`config.mk`:
```
export PLATFORM = sky130hd
export DESIGN_NAME = disp_ctl_periph
export DESIGN_NICKNAME = d
export VERILOG_FILES = /design/src/rtl/dcp_pkg.sv /design/src/rtl/dcp_decode.sv /design/src/rtl/dcp_regs.sv /design/src/rtl/dcp_resp.sv /design/src/rtl/disp_ctl_periph.sv
export SDC_FILE = /design/constraint.sdc
export NUM_CORES = 1
export LEC_CHECK = 0
export BUFFER_PORTS_ARGS = -buffer_cell sky130_fd_sc_hd__buf_4
export CORE_ASPECT_RATIO = 1.75
export CORE_MARGIN = 2
export CORE_UTILIZATION = 38
export CTS_CLUSTER_DIAMETER = 40
export DETAILED_ROUTE_END_ITERATION = 8
export PLACE_DENSITY = 0.8
export RECOVER_POWER = 100
export SYNTH_ARGS = -nofsm -noshare
export SYNTH_HDL_FRONTEND = slang
export SYNTH_SLANG_ARGS = --single-unit
```
`constraint.sdc`:
```
create_clock -name clk -period 1.7 [get_ports clk]
set_input_delay 0.17 -clock clk [delete_from_list [all_inputs] [get_ports clk]]
set_output_delay 0.17 -clock clk [all_outputs]
set_load 0.01 [all_outputs]
```
`src/rtl/dcp_pkg.sv`:
```
package dcp_pkg;

  localparam int unsigned DCP_WIN_BYTES = 12;

  typedef enum logic [1:0] {
    FN_POWER  = 2'd0,
    FN_LEVEL  = 2'd1,
    FN_LIGHTS = 2'd2,
    FN_NONE   = 2'd3
  } dcp_fn_e;

  // word index within the window -> function
  function automatic dcp_fn_e fn_of_word(input logic [1:0] word);
    case (word)
      2'd0:    return FN_POWER;
      2'd1:    return FN_LEVEL;
      2'd2:    return FN_LIGHTS;
      default: return FN_NONE;
    endcase
  endfunction

endpackage

```
`src/rtl/dcp_decode.sv`:
```
module dcp_decode
  import dcp_pkg::*;
#(
  parameter int ADDR_W = 32,
  parameter logic [ADDR_W-1:0] BASE_ADDR = 'h100
) (
  input  logic              sel,
  input  logic [ADDR_W-1:0] addr,
  output logic              hit,
  output dcp_fn_e           fn
);
  localparam logic [ADDR_W-1:0] WIN_LEN = ADDR_W'(DCP_WIN_BYTES);

  logic [ADDR_W-1:0] offset;
  logic              in_win;

  // unsigned wrap makes addresses below the base look huge
  assign offset = addr - BASE_ADDR;
  assign in_win = offset < WIN_LEN;
  assign hit    = sel & in_win;
  assign fn     = in_win ? fn_of_word(offset[3:2]) : FN_NONE;
endmodule

```
`src/rtl/dcp_regs.sv`:
```
module dcp_regs
  import dcp_pkg::*;
#(
  parameter int DATA_W  = 32,
  parameter int LEVEL_W = 4,
  parameter int LIGHT_N = 16
) (
  input  logic               clk,
  input  logic               rst_n,
  input  logic               wr_en,
  input  dcp_fn_e            fn,
  input  logic [DATA_W-1:0]  wdata,
  output logic               power,
  output logic [LEVEL_W-1:0] level,
  output logic [LIGHT_N-1:0] lights
);
  logic wr_power, wr_level, wr_lights;

  assign wr_power  = wr_en && (fn == FN_POWER);
  assign wr_level  = wr_en && (fn == FN_LEVEL);
  assign wr_lights = wr_en && (fn == FN_LIGHTS);

  always_ff @(posedge clk) begin
    if (!rst_n)        power <= 1'b0;
    else if (wr_power) power <= |wdata;
  end

  always_ff @(posedge clk) begin
    if (!rst_n)        level <= '0;
    else if (wr_level) level <= wdata[LEVEL_W-1:0];
  end

  for (genvar i = 0; i < LIGHT_N; i++) begin : g_light
    always_ff @(posedge clk) begin
      if (!rst_n)         lights[i] <= 1'b0;
      else if (wr_lights) lights[i] <= wdata[i];
    end
  end
endmodule

```
`src/rtl/dcp_resp.sv`:
```
module dcp_resp
  import dcp_pkg::*;
#(
  parameter int DATA_W = 32
) (
  input  logic              clk,
  input  logic              rst_n,
  input  logic              hit,
  input  logic              store,
  input  dcp_fn_e           fn,
  input  logic              power,
  output logic              ack,
  output logic [DATA_W-1:0] rdata
);
  logic rd_power;

  assign rd_power = hit && !store && (fn == FN_POWER);

  always_ff @(posedge clk) begin
    if (!rst_n) begin
      ack   <= 1'b0;
      rdata <= '0;
    end else begin
      ack   <= hit;
      rdata <= rd_power ? {{(DATA_W-1){1'b0}}, power} : '0;
    end
  end
endmodule

```
`src/rtl/disp_ctl_periph.sv`:
```
module disp_ctl_periph
  import dcp_pkg::*;
#(
  parameter int ADDR_W  = 32,
  parameter int DATA_W  = 32,
  parameter int LEVEL_W = 4,
  parameter int LIGHT_N = 16,
  parameter logic [ADDR_W-1:0] BASE_ADDR = 'h100
) (
  input  logic               clk,
  input  logic               rst_n,
  input  logic               sel_i,
  input  logic               store_i,
  input  logic [ADDR_W-1:0]  addr_i,
  input  logic [DATA_W-1:0]  wdata_i,
  output logic [DATA_W-1:0]  rdata_o,
  output logic               ack_o,
  output logic               power_o,
  output logic [LEVEL_W-1:0] level_o,
  output logic [LIGHT_N-1:0] lights_o
);
  logic    acc_hit;
  dcp_fn_e acc_fn;
  logic    acc_wr;

  dcp_decode #(.ADDR_W(ADDR_W), .BASE_ADDR(BASE_ADDR)) u_decode (
    .sel  (sel_i),
    .addr (addr_i),
    .hit  (acc_hit),
    .fn   (acc_fn)
  );

  assign acc_wr = acc_hit && store_i;

  dcp_regs #(.DATA_W(DATA_W), .LEVEL_W(LEVEL_W), .LIGHT_N(LIGHT_N)) u_regs (
    .clk    (clk),
    .rst_n  (rst_n),
    .wr_en  (acc_wr),
    .fn     (acc_fn),
    .wdata  (wdata_i),
    .power  (power_o),
    .level  (level_o),
    .lights (lights_o)
  );

  dcp_resp #(.DATA_W(DATA_W)) u_resp (
    .clk   (clk),
    .rst_n (rst_n),
    .hit   (acc_hit),
    .store (store_i),
    .fn    (acc_fn),
    .power (power_o),
    .ack   (ack_o),
    .rdata (rdata_o)
  );
endmodule

```
==> metrics.txt, run 1 <==
sequential share of power 49.6%; Final GP Congestion 0.744; first-pass GRT wire length 5900 um; clk buf depth 2; total chip power 1.09 mW; min cycle time layout 1590 ps; clk_skew 0.220 ps; total CTS buffers 3; RSZ-0062 raised after global routing false; synth warn 0; Ports 122; pin count of the biggest net entering global routing 39; Site Rows 29; WL met2 1980 um; outcome completed; most common cell after layout, fill and taps aside buf_4; Initial Util 39.7%; antenna violations before repair 0; Power Dens Cells 542 nW/um^2; post-CTS setup buffers 0; Final Util 55.2%; DR WL met3 446 um; highest metal used met4; nets 325; CTS tree yes; height of the die 85.4 um; setup TNS 0 ps; DR iter-0 viols 24; Routed wire per std cell 12.1 um; worst skew pair latency 260 ps; flops & latches, synth 23; ratio of cells with drive above 1 in the final layout 30.5%; FF-to-FF Start u_regs.power; Tcrit/Tclk final 93.5%; Clk pwr share 30.5%; Area Growth Syn to Fin 39.1%; WP data required 1850 ps; Detailed Routing Iterations Pass 1 4; # setup viols final 0; Syn Area/Cell 8.68 sq um; drt via density 4.80; crit path DAT 1740 ps; via count 1449; Worst Setup Path Type in2reg; footprint of the multi-input gates 822 sq um; WL met1 1220 um; clock transition at the registers of the reported paths 80 ps; Sequential cell area 460 sq um; Max VDD drop 573 uV; fillers 382; ANT nets after route 0; static leakage 1.02 nW; Final Max Tran Viols 0; H-tree Lvls 1; Hold Slack 162 ps; Worst setup EP type register; CTS resizes 0; Ant. Diodes 0; vias in the first global route 1440; CP Launch Type primary input; worst hold path type in2reg; grt total ovfl 0; drt drc 0; IO buf count 88; Syn Inst Count 166; Final HPWL DP 3040 um; Switching Fraction 24.8%; Crit. Startpoint addr_i[11]; highest-count cells in the layout ignoring fill and taps buf_4 (67), nand2_1 (40), conb_1 (31); Internal 0.816 mW; Synth Cell Area 1440 sq um; Hold Vio Cnt, Final 0; Distinct cells, synth 30; DIE AREA 4320 sq um; cts hold-fix bufs 0; dpl cell area 2050 sq um; final wirelength 3670 um; Combinational Power Share 19.9%; post-synthesis sequential area ratio 32.0%; HP Start wdata_i[15]; Tot GR Track Use 17.5%; Die Wd 50.5 um; Final Cell Area 2000 sq um; Root Driver clkbuf_8; core area 3630 sq um; Max FO, Critical Path 16; NetSw 0.270 mW; achievable frequency 629 MHz; clk sinks 23; Max Cap Violations 0
## stage by stage
stage | std cells | setup WS (ps)
global placement | 298 | -119
finish | 302 | 111
CTS | 302 | 146
floorplan | 196 | 107
detailed placement | 298 | -120
global route | 302 | 50.3
## per-layer routing
layer | vias up | global-route usage, %
met3 | 2 | 5.28
met1 | 661 | 16.4
met2 | 89 | 34.0
met5 | - | 0
li1 | 697 | -
met4 | 0 | 6.63
## state kept, by name, indices dropped and copies added (netlist names)
name,flops
u_resp.rdata,1
u_regs.power,1
u_regs.lights,16
u_resp.ack,1
u_regs.level,4
## logic make-up after synthesis
kind of cell	synth area share, %
flops	32.0
other cells	0.260
buf+inv	18.2
simple gates	27.5
compound gates	8.17
mux	13.9
## power groups by stage
stage | sequential (mW) | clock, mW | combinational [mW]
floorplan | 0.551 | 0 | 0.129
global placement | 0.551 | 0 | 0.215
detailed placement | 0.551 | 0 | 0.218
CTS | 0.538 | 0.346 | 0.219
global route | 0.538 | 0.362 | 0.239
finish | 0.538 | 0.332 | 0.216
## synthesized netlist by cell type
library cell / n / share of area [%]
nor4_4: 2 / 3.0
o211ai_2: 1 / 0.87
nor3_1: 2 / 0.70
a31oi_1: 1 / 0.43
nor4_1: 11 / 4.8
dfxtp_1: 23 / 32
clkbuf_1: 4 / 1.0
conb_1: 1 / 0.26
nor4b_1: 2 / 1.2
nor2_1: 5 / 1.3
nand3b_1: 1 / 0.52
nand2b_1: 2 / 0.87
o211ai_4: 1 / 1.5
nand2_1: 40 / 10
and4_1: 1 / 0.61
a211oi_4: 1 / 1.4
o2111ai_1: 1 / 0.61
and3_1: 1 / 0.43
nor2b_1: 1 / 0.43
nand3_1: 1 / 0.35
a21boi_4: 1 / 1.3
o211a_1: 2 / 1.4
nand4_1: 3 / 1.3
inv_1: 1 / 0.26
buf_4: 31 / 16
nor3b_1: 3 / 1.6
o21ai_1: 1 / 0.35
o21ai_0: 1 / 0.35
mux2i_1: 20 / 14
buf_6: 1 / 0.78
## cell type report
cell class / count / share of cell area (%)
flip-flops and latches: 23 / 23.0
clock buffers: 3 / 2.06
multi-input cells: 136 / 41.0
repair buffers: 92 / 30.6
well taps: 46 / 2.87
inverters: 1 / 0.187
clock inverters: 1 / 0.250
## path summary, 6_finish.rpt
kind	to	slack, ps	cells after the start
max	u_regs.lights[10]	110	7
max reg2reg	u_resp.rdata[0]	1040	2
min reg2reg	u_regs.lights[5]	460	2
min	u_regs.lights[15]	160	3
## worst max-delay path, stage by stage
cell and delay, ps:
clkbuf_1 100, nor4_4 360, and4_1 310, a21boi_2 350, o211ai_4 130, buf_12 180
mux2i_1 130
Note: power is estimated with default switching activity, not from simulation.
==> inputs of run 2 (changes only) <==
- clock period: 1.7 -> 1.55 ns (I/O delays scaled with it)
==> run 2 against run 1 <==
Net effect: sequential power up 9.7%; largest cell class unchanged; critical path type unchanged; cell area up 2.4%; combinational power up 11%; register-to-register slack worse by 210 ps; non-clock buffer count up 3; via count down 1.7%; first-iteration DRC count down 54%; count of clock-buffer cells in the layout up 1; worst hold slack worse by 8.8 ps.
==> metrics.txt, run 2 (synthesis gave the netlist of run 1 again) <==
static leakage 1.03 nW (+1.1%); nets 328 (+0.92%); clk sinks 23 (unchanged); Max Cap Violations 0 (unchanged); grt total ovfl 0 (unchanged); CTS tree yes; Initial Util 39.7% (unchanged); footprint of the multi-input gates 841 sq um (+2.3%); worst hold path type in2reg; Root Driver clkbuf_8; Final GP Congestion 0.807 (+8.5%); total CTS buffers 3 (unchanged); Die Wd 50.5 um (unchanged); Site Rows 29 (unchanged); DIE AREA 4320 sq um (unchanged); clk_skew 0.823 ps (+0.603 ps); Layout Cells excl Fill 305 (+0.99%); Final Max Tran Viols 0 (unchanged); Power Dens Cells 579 nW/um^2 (+6.8%); antenna violations before repair 0 (unchanged); drt via density 4.67 (-2.7%); ANT nets after route 0 (unchanged); Sequential cell area 460 sq um (unchanged); core area 3630 sq um (unchanged); Final HPWL DP 3090 um (+1.5%); RSZ-0062 raised after global routing true; # setup viols final 0 (unchanged); Ant. Diodes 0 (unchanged); min cycle time layout 1450 ps; vias in the first global route 1359 (-5.6%); Detailed Routing Iterations Pass 1 3 (-1); fillers 373 (-2.4%); Routed wire per std cell 12.1 um (-0.25%); most common cell after layout, fill and taps aside buf_4; ratio of cells with drive above 1 in the final layout 31.7% (+1.2 points); via count 1424 (-1.7%); IO buf count 88 (unchanged); drt drc 0 (unchanged); clk buf depth 2 (unchanged); DR iter-0 viols 11 (-54%); highest-count cells in the layout ignoring fill and taps buf_4 (70), nand2_1 (40), conb_1 (31); Max VDD drop 441 uV (-23%); worst skew pair latency 250 ps (about the same); Area Growth Syn to Fin 42.4%; Biggest register u_regs.lights; height of the die 85.4 um (unchanged); first-pass GRT wire length 5970 um (+1.2%); H-tree Lvls 1 (unchanged); pin count of the biggest net entering global routing 39 (unchanged); max reg flops 16 (unchanged); clock transition at the registers of the reported paths 80 ps (about the same); outcome completed; achievable frequency 688 MHz; Final Util 56.5% (+1.3 points); final wirelength 3700 um (+0.74%); CP Launch Type primary input; Worst setup EP type register; Worst Setup Path Type in2reg; Max FO, Critical Path 16 (unchanged); WP data required 1700 ps (-150 ps); Cell Count Post-Placement 301 (+1.0%); leading registers by flop count u_regs.lights: 16 flops, u_regs.level: 4 flops; Hold Vio Cnt, Final 0 (unchanged); crit path DAT 1600 ps (-140 ps); Tot GR Track Use 17.8% (+0.31 points); Tcrit/Tclk final 93.8%; Ports 122 (unchanged)
[run 2: cell count changes in the layout (fill, tap and decap cells not counted)]
cell	previous run	this run
o211ai_2	1	0
clkinv_2	1	0
a21boi_4	0	1
and4_1	1	0
o211ai_4	1	2
buf_4	67	70
a21boi_2	1	0
buf_6	0	1
and4_4	0	1
[run 2: path summary, 6_finish.rpt]
kind         slack (ps)              from                 to  depth (start not counted)
max                 100         addr_i[9]   u_regs.lights[6]                          7
min                 150       wdata_i[14]  u_regs.lights[14]                          3
max reg2reg         830      u_regs.power    u_resp.rdata[0]                          2
min reg2reg         460  u_regs.lights[7]   u_regs.lights[7]                          2
[run 2: worst max-delay path: stages]
cell	delay (ps)
buf_4	120
nor4_4	330
and4_4	300
a21boi_4	270
o211ai_4	110
buf_12	180
mux2i_1	130
[run 2: layout make-up]
class | count | share of cell area (%)
tap | 46 | 2.81
timing repair buffer | 95 | 31.4
multi-input combinational | 136 | 41.0
sequential | 23 | 22.5
clock buffer | 4 | 2.20
inverter | 1 | 0.183
[run 2: power by group]
part / switching, mW / total, mW / leakage [nW] / internal (mW)
combinational: 0.112 / 0.240 / 0.821 / 0.128
clock: 0.174 / 0.357 / 0.0228 / 0.183
sequential: 0.0000000000462 / 0.590 / 0.185 / 0.590
[run 2: per-layer routing]
| metal | GRT usage (%) | wire length, um | vias to the layer above |
|---|---|---|---|
| li1 | - | - | 701 |
| met1 | 17.4 | 1230 | 628 |
| met2 | 34.3 | 1960 | 89 |
| met3 | 4.05 | 421 | 6 |
| met4 | 7.62 | 89 | 0 |
| met5 | 0 | 0 | - |
[run 2: what timing repair did]
item	CTS	global route
gates resized for setup	0	2
buffers inserted	0	0
endpoints found under the setup margin	0	1
hold buffers	0	0
[run 2: through the flow]
step	instance area, sq um	TNS [ps]	power, mW	hold WS [ps]	worst slack, ps
2_1_floorplan	1560	-31.4	0.746	294	-3.14
3_3_place_gp	2080	-2630	0.841	421	-140
3_5_place_dp	2080	-3330	0.844	428	-198
4_1_cts	2120	0	1.20	147	82.5
5_1_grt	2050	-19.4	1.26	139	-19.4
6_report	2050	0	1.19	153	96.2
